[config.mk]
export PLATFORM = sky130hd
export DESIGN_NAME = hd_load_ctrl
export DESIGN_NICKNAME = d
export VERILOG_FILES = /design/src/rtl/hlt_pkg.sv /design/src/rtl/hlt_spec_reg.sv /design/src/rtl/hlt_timer.sv /design/src/rtl/hlt_seq.sv /design/src/rtl/hd_load_ctrl.sv
export SDC_FILE = /design/constraint.sdc
export NUM_CORES = 1
export LEC_CHECK = 0
export BUFFER_PORTS_ARGS = -buffer_cell sky130_fd_sc_hd__clkbuf_2
export CAP_MARGIN = 0
export CELL_PAD_IN_SITES_DETAIL_PLACEMENT = 2
export CELL_PAD_IN_SITES_GLOBAL_PLACEMENT = 2
export CORE_UTILIZATION = 30
export CTS_CLUSTER_DIAMETER = 30
export DETAILED_ROUTE_END_ITERATION = 10
export PLACE_DENSITY_LB_ADDON = 0.1
export SYNTH_ARGS = -nofsm -noshare
export SYNTH_HDL_FRONTEND = slang
export SYNTH_SLANG_ARGS = --single-unit
[constraint.sdc]
create_clock -name clk -period 3 [get_ports clk]
set_input_delay 0.6 -clock clk [delete_from_list [all_inputs] [get_ports clk]]
set_output_delay 0.6 -clock clk [all_outputs]
set_load 0.005 [all_outputs]
[src/rtl/hlt_pkg.sv]
`timescale 1ns/1ps
package hlt_pkg;

    typedef enum logic [2:0] {
        ST_IDLE   = 3'd0,
        ST_FRST   = 3'd1,
        ST_LOAD   = 3'd2,
        ST_ACTIVE = 3'd3,
        ST_HOLD   = 3'd4
    } hl_state_e;

    localparam int DEF_LOAD_W      = 7;
    localparam int DEF_UNLOAD_W    = 4;
    localparam int DEF_LOAD_UNIT   = 2;
    localparam int DEF_UNLOAD_UNIT = 16;
    localparam int DEF_FRST_CYC    = 4;
    localparam int DEF_CYL_W       = 8;
    localparam int DEF_LOWCUR_CYL  = 42;

    function automatic int max3(int a, int b, int c);
        int m;
        m = (a > b) ? a : b;
        return (m > c) ? m : c;
    endfunction

endpackage

[src/rtl/hlt_spec_reg.sv]
`timescale 1ns/1ps
module hlt_spec_reg #(
    parameter int LOAD_W      = hlt_pkg::DEF_LOAD_W,
    parameter int UNLOAD_W    = hlt_pkg::DEF_UNLOAD_W,
    parameter int LOAD_UNIT   = hlt_pkg::DEF_LOAD_UNIT,
    parameter int UNLOAD_UNIT = hlt_pkg::DEF_UNLOAD_UNIT,
    parameter int CNT_W       = 8
) (
    input  logic                clk,
    input  logic                spec_we,
    input  logic [LOAD_W-1:0]   load_field,
    input  logic [UNLOAD_W-1:0] unload_field,
    output logic [CNT_W-1:0]    load_target,
    output logic [CNT_W-1:0]    unload_target
);
    // Timing fields are deliberately kept out of reset.
    logic [LOAD_W-1:0]   load_q;
    logic [UNLOAD_W-1:0] unload_q;

    always_ff @(posedge clk) begin
        if (spec_we) begin
            load_q   <= load_field;
            unload_q <= unload_field;
        end
    end

    logic [CNT_W-1:0] load_units;
    logic [CNT_W-1:0] unload_units;

    always_comb begin
        load_units    = (load_q == '0)   ? CNT_W'(1) : CNT_W'(load_q);
        unload_units  = (unload_q == '0) ? CNT_W'(1) : CNT_W'(unload_q);
        load_target   = load_units * CNT_W'(LOAD_UNIT);
        unload_target = unload_units * CNT_W'(UNLOAD_UNIT);
    end

endmodule

[src/rtl/hlt_timer.sv]
`timescale 1ns/1ps
module hlt_timer #(
    parameter int CNT_W = 8
) (
    input  logic             clk,
    input  logic             rst,
    input  logic             clr,
    input  logic             ev,
    input  logic [CNT_W-1:0] target,
    output logic             done
);
    logic [CNT_W-1:0] cnt_q;

    assign done = ev && (cnt_q == target - CNT_W'(1));

    always_ff @(posedge clk) begin
        if (rst || clr) begin
            cnt_q <= '0;
        end else if (ev) begin
            cnt_q <= done ? '0 : cnt_q + CNT_W'(1);
        end
    end


    cnt_in_window_chk: assert property (@(posedge clk) disable iff (rst)
        (ev && target != '0) |-> (cnt_q < target));

endmodule

[src/rtl/hlt_seq.sv]
`timescale 1ns/1ps
module hlt_seq #(
    parameter int CNT_W    = 8,
    parameter int FRST_CYC = hlt_pkg::DEF_FRST_CYC
) (
    input  logic             clk,
    input  logic             rst,
    input  logic             tick,
    input  logic             op_start,
    input  logic             op_end,
    input  logic             done,
    input  logic [CNT_W-1:0] load_target,
    input  logic [CNT_W-1:0] unload_target,
    output logic             ev,
    output logic             clr,
    output logic [CNT_W-1:0] target,
    output logic             fault_reset,
    output logic             head_load,
    output logic             load_ready,
    output logic             idle
);
    import hlt_pkg::*;

    hl_state_e st_q, st_nxt;
    logic      rdy_q;

    always_comb begin
        st_nxt = st_q;
        unique case (st_q)
            ST_IDLE:   if (op_start) st_nxt = ST_FRST;
            ST_FRST:   if (done)     st_nxt = ST_LOAD;
            ST_LOAD:   if (done)     st_nxt = ST_ACTIVE;
            ST_ACTIVE: if (op_end)   st_nxt = ST_HOLD;
            ST_HOLD: begin
                if (op_start)  st_nxt = ST_ACTIVE;
                else if (done) st_nxt = ST_IDLE;
            end
            default:   st_nxt = ST_IDLE;
        endcase
    end

    always_comb begin
        unique case (st_q)
            ST_FRST: target = CNT_W'(FRST_CYC);
            ST_LOAD: target = load_target;
            ST_HOLD: target = unload_target;
            default: target = '0;
        endcase
        ev  = (st_q == ST_FRST) || (((st_q == ST_LOAD) || (st_q == ST_HOLD)) && tick);
        clr = (st_nxt != st_q);
    end

    always_ff @(posedge clk) begin
        if (rst) begin
            st_q  <= ST_IDLE;
            rdy_q <= 1'b0;
        end else begin
            st_q  <= st_nxt;
            rdy_q <= ((st_q == ST_LOAD) && done) || ((st_q == ST_HOLD) && op_start);
        end
    end

    assign fault_reset = (st_q == ST_FRST);
    assign head_load   = (st_q == ST_LOAD) || (st_q == ST_ACTIVE) || (st_q == ST_HOLD);
    assign idle        = (st_q == ST_IDLE);
    assign load_ready  = rdy_q;


    frst_before_load_chk: assert property (@(posedge clk) disable iff (rst)
        $rose(head_load) |-> $past(fault_reset));

    frst_then_load_chk: assert property (@(posedge clk) disable iff (rst)
        $fell(fault_reset) |-> head_load);

    ready_one_cycle_chk: assert property (@(posedge clk) disable iff (rst)
        load_ready |=> !load_ready);

    ready_with_head_chk: assert property (@(posedge clk) disable iff (rst)
        load_ready |-> head_load);

    idle_excl_chk: assert property (@(posedge clk) disable iff (rst)
        idle |-> (!head_load && !fault_reset));

    reuse_no_frst_chk: assert property (@(posedge clk) disable iff (rst)
        ((st_q == ST_HOLD) && op_start) |=> (head_load && !fault_reset && load_ready));

endmodule

[src/rtl/hd_load_ctrl.sv]
`timescale 1ns/1ps
module hd_load_ctrl #(
    parameter int LOAD_W      = hlt_pkg::DEF_LOAD_W,
    parameter int UNLOAD_W    = hlt_pkg::DEF_UNLOAD_W,
    parameter int LOAD_UNIT   = hlt_pkg::DEF_LOAD_UNIT,
    parameter int UNLOAD_UNIT = hlt_pkg::DEF_UNLOAD_UNIT,
    parameter int FRST_CYC    = hlt_pkg::DEF_FRST_CYC,
    parameter int CYL_W       = hlt_pkg::DEF_CYL_W,
    parameter int LOWCUR_CYL  = hlt_pkg::DEF_LOWCUR_CYL
) (
    input  logic                clk,
    input  logic                rst,
    input  logic                tick_1ms,
    input  logic                spec_we,
    input  logic [LOAD_W-1:0]   spec_load_field,
    input  logic [UNLOAD_W-1:0] spec_unload_field,
    input  logic                op_start,
    input  logic                op_end,
    input  logic [CYL_W-1:0]    cylinder,
    output logic                fault_reset,
    output logic                head_load,
    output logic                load_ready,
    output logic                idle,
    output logic                low_current
);
    localparam int LOAD_MAX   = ((1 << LOAD_W) - 1) * LOAD_UNIT;
    localparam int UNLOAD_MAX = ((1 << UNLOAD_W) - 1) * UNLOAD_UNIT;
    localparam int MAX_T      = hlt_pkg::max3(LOAD_MAX, UNLOAD_MAX, FRST_CYC);
    localparam int CNT_W      = $clog2(MAX_T + 1);

    logic [CNT_W-1:0] load_target, unload_target, target;
    logic             ev, clr, done;

    hlt_spec_reg #(
        .LOAD_W(LOAD_W), .UNLOAD_W(UNLOAD_W),
        .LOAD_UNIT(LOAD_UNIT), .UNLOAD_UNIT(UNLOAD_UNIT), .CNT_W(CNT_W)
    ) u_spec (
        .clk(clk), .spec_we(spec_we),
        .load_field(spec_load_field), .unload_field(spec_unload_field),
        .load_target(load_target), .unload_target(unload_target)
    );

    hlt_timer #(.CNT_W(CNT_W)) u_timer (
        .clk(clk), .rst(rst), .clr(clr), .ev(ev), .target(target), .done(done)
    );

    hlt_seq #(.CNT_W(CNT_W), .FRST_CYC(FRST_CYC)) u_seq (
        .clk(clk), .rst(rst), .tick(tick_1ms),
        .op_start(op_start), .op_end(op_end), .done(done),
        .load_target(load_target), .unload_target(unload_target),
        .ev(ev), .clr(clr), .target(target),
        .fault_reset(fault_reset), .head_load(head_load),
        .load_ready(load_ready), .idle(idle)
    );

    logic lc_q;
    always_ff @(posedge clk) begin
        if (rst) lc_q <= 1'b0;
        else     lc_q <= (cylinder >= CYL_W'(LOWCUR_CYL));
    end
    assign low_current = lc_q;


    lowcur_high_chk: assert property (@(posedge clk) disable iff (rst)
        (cylinder >= CYL_W'(LOWCUR_CYL)) |=> low_current);

    lowcur_low_chk: assert property (@(posedge clk) disable iff (rst)
        (cylinder < CYL_W'(LOWCUR_CYL)) |=> !low_current);

endmodule

==> results of run 1 <==
what timing repair did:
action	in CTS	in global routing
pin swaps	11	4
setup buffers	2	0
gates resized for setup	4	12
setup endpoints to repair	12	12
hold buffers	0	0
worst register-to-register path, delay by kind of cell, from the launching register on:
kind	cells	cell delay (ns)
adders and majority gates	1	0.21
AOI/OAI and AO/OA	4	0.99
xor gates and xnor gates	2	0.35
and+or+nand+nor	4	1.14
DFF	1	0.40
sequential cells by signal (all words and copies together) (netlist names):
name,cells
u_seq.st_q,3
u_spec.unload_q,4
u_seq.load_ready,1
u_timer.cnt_q,8
u_spec.load_q,7
low_current,1
layout by cell type (no fill, tap or decap), drive strengths merged, types with 2 or more instances in the layout:
| cell type | count |
|---|---|
| and2 | 2 |
| clkbuf | 31 |
| a211o | 2 |
| a2111oi | 2 |
| nor3 | 5 |
| a21oi | 6 |
| a31oi | 4 |
| o31a | 2 |
| nand4 | 3 |
| nand2b | 5 |
| o21ai | 9 |
| inv | 3 |
| dfxtp | 13 |
| nor2b | 7 |
| nand3b | 4 |
| nand3 | 7 |
| or3 | 2 |
| xor2 | 9 |
| a211oi | 3 |
| ha | 2 |
| buf | 19 |
| nor2 | 10 |
| nor3b | 2 |
| edfxtp | 11 |
| xnor2 | 7 |
| nand2 | 9 |
| and4bb | 3 |
cells by family after synthesis:
group	Yosys count	synth area share, %
AOI/OAI and AO/OA	35	16.9
xor gates and xnor gates	16	10.7
adders and majority gates	2	1.68
buffers and inverters	9	3.20
DFF	24	39.7
muxes	1	0.673
and+or+nand+nor	64	27.2
cell type report:
class	instances	area (um^2)	share of cell area, %
well taps	67	83.8	4.23
multi-input cells	118	937	47.3
flip-flops and latches	24	591	29.8
repair buffers	47	287	14.5
inverters	3	11.3	0.569
clock inverters	1	30.0	1.52
clock buffers	3	41.3	2.08
cells in the mapped netlist, drive strengths merged:
library cell | instances | share of area, %
xnor2 | 7 | 4.1
nor4 | 1 | 0.42
a211oi | 3 | 2.4
nand2 | 9 | 2.3
buf | 5 | 2.2
inv | 3 | 0.76
o2111ai | 1 | 0.59
nand4 | 3 | 1.3
or3 | 2 | 0.84
xor2 | 9 | 6.6
edfxtp | 11 | 22
nand3 | 7 | 2.4
nor3b | 2 | 1.7
a31oi | 4 | 1.7
ha | 2 | 1.7
a21o | 1 | 0.50
or4 | 1 | 0.76
clkbuf | 1 | 0.25
a22oi | 1 | 0.50
o311a | 1 | 0.76
a21oi | 6 | 2.3
nor4b | 1 | 0.59
a32oi | 1 | 0.59
o21ai | 9 | 3.0
nand2b | 5 | 2.1
nor2 | 10 | 2.5
nand3b | 4 | 2.0
and3 | 1 | 0.42
a21boi | 1 | 0.50
o21a | 1 | 0.50
and4bb | 3 | 2.5
dfxtp | 13 | 17
a211o | 2 | 1.2
o31a | 2 | 1.2
nor2b | 7 | 2.9
mux2i | 1 | 0.67
a2111oi | 2 | 1.3
and2 | 2 | 0.84
nor3 | 5 | 2.0
nand4b | 1 | 1.6
final timing paths:
check	endpoint	slack, ns	cells past startpoint
worst max-delay path	u_timer.cnt_q[0]$_SDFFE_PP0P_	-0.20	11
worst min-delay path	u_spec.load_q[0]$_DFFE_PP_	0.50	1
worst max register to register	u_timer.cnt_q[0]$_SDFFE_PP0P_	-0.20	11
worst min register to register	u_timer.cnt_q[0]$_SDFFE_PP0P_	0.57	2
through the flow:
step	area, um^2	setup TNS [ns]	setup slack, ns	utilization [%]	hold WS [ns]
after floorplan	1490	0	0.00398	-	0.491
after global placement	1810	-2.83	-0.249	38.1	0.507
after detailed placement	1810	-3.41	-0.308	38.1	0.558
after CTS	1910	-2.05	-0.207	40.2	0.486
after global routing	1980	-4.28	-0.392	41.7	0.474
final	1980	-2.07	-0.198	41.7	0.496
layer usage:
| layer | global-route usage [%] | wire length (um) | vias to the layer above |
|---|---|---|---|
| met5 | 0 | 0 | - |
| met1 | 21.8 | 1870 | 652 |
| met4 | 5.23 | 26 | 0 |
| met2 | 30.9 | 2260 | 35 |
| met3 | 2.78 | 149 | 2 |
| li1 | - | - | 648 |
power groups by stage:
stage / Clock, W / Combinational [W] / Sequential [W]
after floorplan: 0 / 0.0000517 / 0.000372
after global placement: 0 / 0.0000962 / 0.000375
after detailed placement: 0 / 0.000102 / 0.000376
after CTS: 0.000307 / 0.000108 / 0.000369
after global routing: 0.000320 / 0.000126 / 0.000371
final: 0.000296 / 0.000115 / 0.000368
==> reports/qor.csv, run 1 <==
stage;metric;value;unit
route;route.detailed.wl_per_inst;16.3;um
sta;finalHoldViolCount;0;
outcome;status;finished with violations;
setup_path;worst_path_dominant_cell_family;simple AND/OR/NAND/NOR gates;
route;via_per_inst;5.08;
floorplan;io_pins;30;
route;ant_nets;0;
sta;setup_viol;12;
placed_design;dp_hpwl;3290;um
floorplan;start_util;31.3;%
setup_path;crit_arrival;3.37;ns
global_routing;grt_util_all_layers;17.5;%
floorplan;die_h;72.4;um
logic_synthesis;syn-cell-area;1490;um^2
power;cell_internal_pwr;0.000593;W
route;finalWirelength;4300;um
global_routing;grt_max_degree;15;
cts;cts_made_buffers;3;
power;switching_share;23.9;%
logic_synthesis;synth_sequential_area_ratio;39.7;%
sta;slew_viol_final;0;
sta;post-route-period-util;107;%
floorplan;die_width;72.4;um
setup_path;worstPathCellList;or4_4, o31a_1, or3_1, ha_2, xor2_1, xnor2_1, o2111ai_2, a2111oi_4, o311a_4, nand4b_4, nor3_2;
cts;cts_num_sinks;24;
setup_path;worst_reg2reg_startpoint;u_spec.load_q[3]$_DFFE_PP_;
floorplan;placeableCoreArea;4750;um^2
setup_path;cp-start-kind;register;
cts;h-tree-depth;1;
power;power.sequential.fraction;47.3;%
cts;tritoncts_clock_tree;built;
power;peakVddDrop;0.209;mV
global_routing;grt_pass1_vias;1395;
sta;rsz0062_at_grt;yes;
placed_design;io_buffers;28;
global_routing;antenna_found_initial;0;
cts;worst_skew_pair.late_latency;0.27;ns
cells_and_area;synthToLayoutAreaGrowth;33.1;%
logic_synthesis;synthesis.nets;178;
placed_design;dp_cells;257;
sta;achievable-frequency;313;MHz
worst_hold_path;worstHoldStart;spec_load_field[0];
power;leakage_power_of_the_design;0.779;nW
cells_and_area;num-fill-cells;546;
global_routing;grt_pass1_wl;6960;um
power;power_density;393;nW/um^2
power;switching_component_of_the_power;0.000186;W
global_routing;sum_of_overflow_across_all_layers_after_global_routing;0;
sta;slew_headroom;66.6;%
floorplan;die_area;5240;um^2
logic_synthesis;synth_cell_types;49;
setup_path;cp.required;3.17;ns
route;first_iter_violations;56;
cts;clock_transition_time_at_the_flip_flop_clock_pins_of_the_worst_setup_and_hold_paths;0.09;ns
setup_path;cp_slowest_cell;or4_4;
setup_path;timing.critical_path.fanout_max;8;
route;drt_drc_violations_left;0;
cells_and_area;final_net_count;224;
setup_path;cp-startpoint;u_spec.load_q[3]$_DFFE_PP_;
setup_path;endpoint_kind;register;
flow_run;maxCapViolations;0;
cells_and_area;final_instance_count_without_filler_cells;263;
setup_path;cpPeakStageDelay;0.55;ns
floorplan;rows;25;
sta;period_minus_slack;3.20;ns
power;clock_share_of_power;38.0;%
logic_synthesis;synth-seq-cells;24;
cts;clock_tree.buffer_depth;2;
worst_hold_path;worstHoldPathType;input port to register;
route;dr_total_vias;1337;
cts;buffer_cell_driving_the_clock_tree_root;clkbuf_8;
power;comb_power_share;14.7;%
outcome;violations;setup timing;
cells_and_area;post_route_cells_drive_above_1_share;37.8;%
placed_design;place.gp.congestion;0.760;
setup_path;cp_num_buf_inv;0;
cells_and_area;antennaDiodeCount;0;
sta;worst_slew_pin_slew;0.498;ns
logic_synthesis;syn_avg_cell_area;9.85;um^2
sta;post-route-worst-setup-slack;-0.198;ns
setup_path;crit_type;register to register;
route;drt_pre_antenna_iters;4;
power;report.power.total;0.000779;W
logic_synthesis;ys.warnings.count;0;
logic_synthesis;netlist_instances;151;
sta;clock_tree_skew_after_final_layout;0.00144;ns
Note: power is estimated with default switching activity, not from simulation.
==> run 2, diff against run 1 <==
CORE_MARGIN = 5   (was unset)
REMOVE_ABC_BUFFERS = 1   (was unset)
==> reports/qor.csv, run 2 (same netlist as run 1, synthesis figures left out) <==
stage;metric;value;unit
outcome;status;finished with violations;
outcome;violations;setup timing;
setup_path;crit_arrival;3.44;ns
setup_path;worstPathCellList;or4_4, o31a_1, or3_4, ha_4, xor2_2, xnor2_1, o2111ai_2, a2111oi_4, o311a_4, nand4b_4, nor2_1;
placed_design;io_buffers;28;
sta;setup_viol;12;
cells_and_area;largest-register;u_timer.cnt_q;
route;drt_drc_violations_left;0;
floorplan;io_pins;30;
cts;worst_skew_pair.late_latency;0.27;ns
setup_path;cp_num_buf_inv;0;
cts;clock_transition_time_at_the_flip_flop_clock_pins_of_the_worst_setup_and_hold_paths;0.09;ns
sta;post-route-worst-setup-slack;-0.274;ns
route;detailroute.wirelength.met3;138;um
placed_design;dp_hpwl;3530;um
route;first_iter_violations;19;
cells_and_area;final_net_count;224;
route;detail_route.wirelength.met1;1950;um
setup_path;crit_type;register to register;
global_routing;sum_of_overflow_across_all_layers_after_global_routing;0;
cells_and_area;mostFrequentLayoutCell;clkbuf_2;
worst_hold_path;worstHoldPathType;input port to register;
route;via_per_inst;5.22;
sta;finalHoldViolCount;0;
route;dr_total_vias;1373;
cells_and_area;post_route_cells_drive_above_1_share;38.8;%
route;drt_pre_antenna_iters;2;
setup_path;cpPeakStageDelay;0.55;ns
sta;slew_headroom;60.4;%
floorplan;start_util;31.3;%
power;cell_internal_pwr;0.000530;W
route;finalWirelength;4640;um
cts;hold_fix_buffer_count_after_cts;0;
route;detailroute.wirelength.met2;2520;um
floorplan;die_area;6470;um^2
flow_run;maxCapViolations;0;
power;comb_power_share;15.6;%
power;power_density;360;nW/um^2
cts;h-tree-depth;1;
global_routing;antenna_found_initial;0;
sta;period_minus_slack;3.27;ns
power;switching_component_of_the_power;0.000179;W
power;peakVddDrop;0.237;mV
route;ant_nets;0;
placed_design;dp_cells;255;
cts;cts_made_buffers;3;
cts;tritoncts_clock_tree;built;
power;leakage_power_of_the_design;0.791;nW
cells_and_area;synthToLayoutAreaGrowth;32.6;%
power;report.power.total;0.000710;W
global_routing;grt_pass1_wl;7370;um
sta;worst_slew_pin_slew;0.590;ns
power;switching_share;25.3;%
global_routing;grt_max_degree;14;
sta;rsz0062_at_grt;yes;
setup_path;timing.critical_path.fanout_max;8;
power;clock_share_of_power;32.0;%
floorplan;die_h;80.4;um
setup_path;worst_path_dominant_cell_family;simple AND/OR/NAND/NOR gates;
cts;cts_num_sinks;24;
setup_path;endpoint_kind;register;
cells_and_area;postLayoutCoreUtil;41.5;%
sta;slew_viol_final;0;
cells_and_area;most-common-layout-cells;clkbuf_2 (28), buf_4 (18), dfxtp_1 (13);
placed_design;place.gp.congestion;0.756;
sta;clock_tree_skew_after_final_layout;0.00561;ns
floorplan;die_width;80.4;um
cells_and_area;antennaDiodeCount;0;
cts;buffer_cell_driving_the_clock_tree_root;clkbuf_8;
cells_and_area;reg_top3;u_timer.cnt_q (8), u_spec.load_q (7), u_spec.unload_q (4);
floorplan;rows;25;
sta;achievable-frequency;305;MHz
global_routing;grt_pass1_vias;1488;
cells_and_area;num-fill-cells;540;
cts;clock_tree.buffer_depth;2;
route;dr.max_layer_used;met4;
power;power.sequential.fraction;52.5;%
cells_and_area;final_instance_count_without_filler_cells;263;
route;route.detailed.wl_per_inst;17.6;um
global_routing;grt_util_all_layers;14.9;%
setup_path;cp-start-kind;register;
setup_path;cp.required;3.16;ns
cells_and_area;largest_register_ffs;8;
setup_path;cp_slowest_cell;or4_4;
sta;post-route-period-util;109;%
floorplan;placeableCoreArea;4750;um^2
## run 2: power groups by stage
| stage | clock network, W | registers (W) | logic (W) |
|---|---|---|---|
| 2_1_floorplan | 0 | 0.000377 | 0.0000441 |
| 3_3_place_gp | 0 | 0.000378 | 0.0000901 |
| 3_5_place_dp | 0 | 0.000380 | 0.0000948 |
| 4_1_cts | 0.000231 | 0.000373 | 0.000103 |
| 5_1_grt | 0.000251 | 0.000374 | 0.000122 |
| 6_report | 0.000227 | 0.000372 | 0.000110 |
## run 2: repair_timing
| item | CTS | global route |
|---|---|---|
| pin swaps | 4 | 11 |
| endpoints found under the hold margin | 0 | 0 |
| setup buffers | 3 | 1 |
| setup endpoints to repair | 12 | 12 |
| resized for setup | 9 | 12 |
## run 2: worst paths after layout
| kind | cells past startpoint | slack [ns] | end | from |
|---|---|---|---|---|
| setup / recovery | 11 | -0.27 | u_timer.cnt_q[2]$_SDFFE_PP0P_ | u_spec.load_q[6]$_DFFE_PP_ |
| hold / removal | 1 | 0.50 | u_spec.load_q[6]$_DFFE_PP_ | spec_load_field[6] |
| setup reg to reg | 11 | -0.27 | u_timer.cnt_q[2]$_SDFFE_PP0P_ | u_spec.load_q[6]$_DFFE_PP_ |
| hold reg to reg | 2 | 0.54 | u_timer.cnt_q[0]$_SDFFE_PP0P_ | u_timer.cnt_q[0]$_SDFFE_PP0P_ |
## run 2: cell type report
class / instances / area, um^2 / area share, %
Multi-Input combinational cell: 118 / 946 / 47.9
Sequential cell: 24 / 591 / 29.9
Timing Repair Buffer: 47 / 287 / 14.5
Tap cell: 67 / 83.8 / 4.25
Clock buffer: 4 / 55.1 / 2.79
Inverter: 3 / 11.3 / 0.571
## run 2: layer usage
metal / vias to the layer above / global-route usage [%]
met1: 701 / 16.8
met3: 4 / 2.69
met2: 22 / 28.4
met4: 0 / 3.55
met5: - / 0
li1: 646 / -
## run 2: metrics by stage
stage / hold slack, ns / setup WS (ns) / cell area [um^2] / TNS, ns
floorplan: 0.491 / -0.0197 / 1450 / -0.0978
global placement: 0.512 / -0.249 / 1790 / -2.65
detailed placement: 0.527 / -0.442 / 1790 / -4.86
CTS: 0.495 / -0.279 / 1890 / -2.98
global route: 0.484 / -0.447 / 1970 / -4.95
finish: 0.496 / -0.274 / 1970 / -2.95
## run 2: worst register-to-register path: cells and delay by family (launching register included)
family                     cells  cell delay (ns)
AOI/OAI and AO/OA              4             1.08
xor gates and xnor gates       2             0.33
adders and majority gates      1             0.18
DFF                            1             0.41
and+or+nand+nor                4             1.17
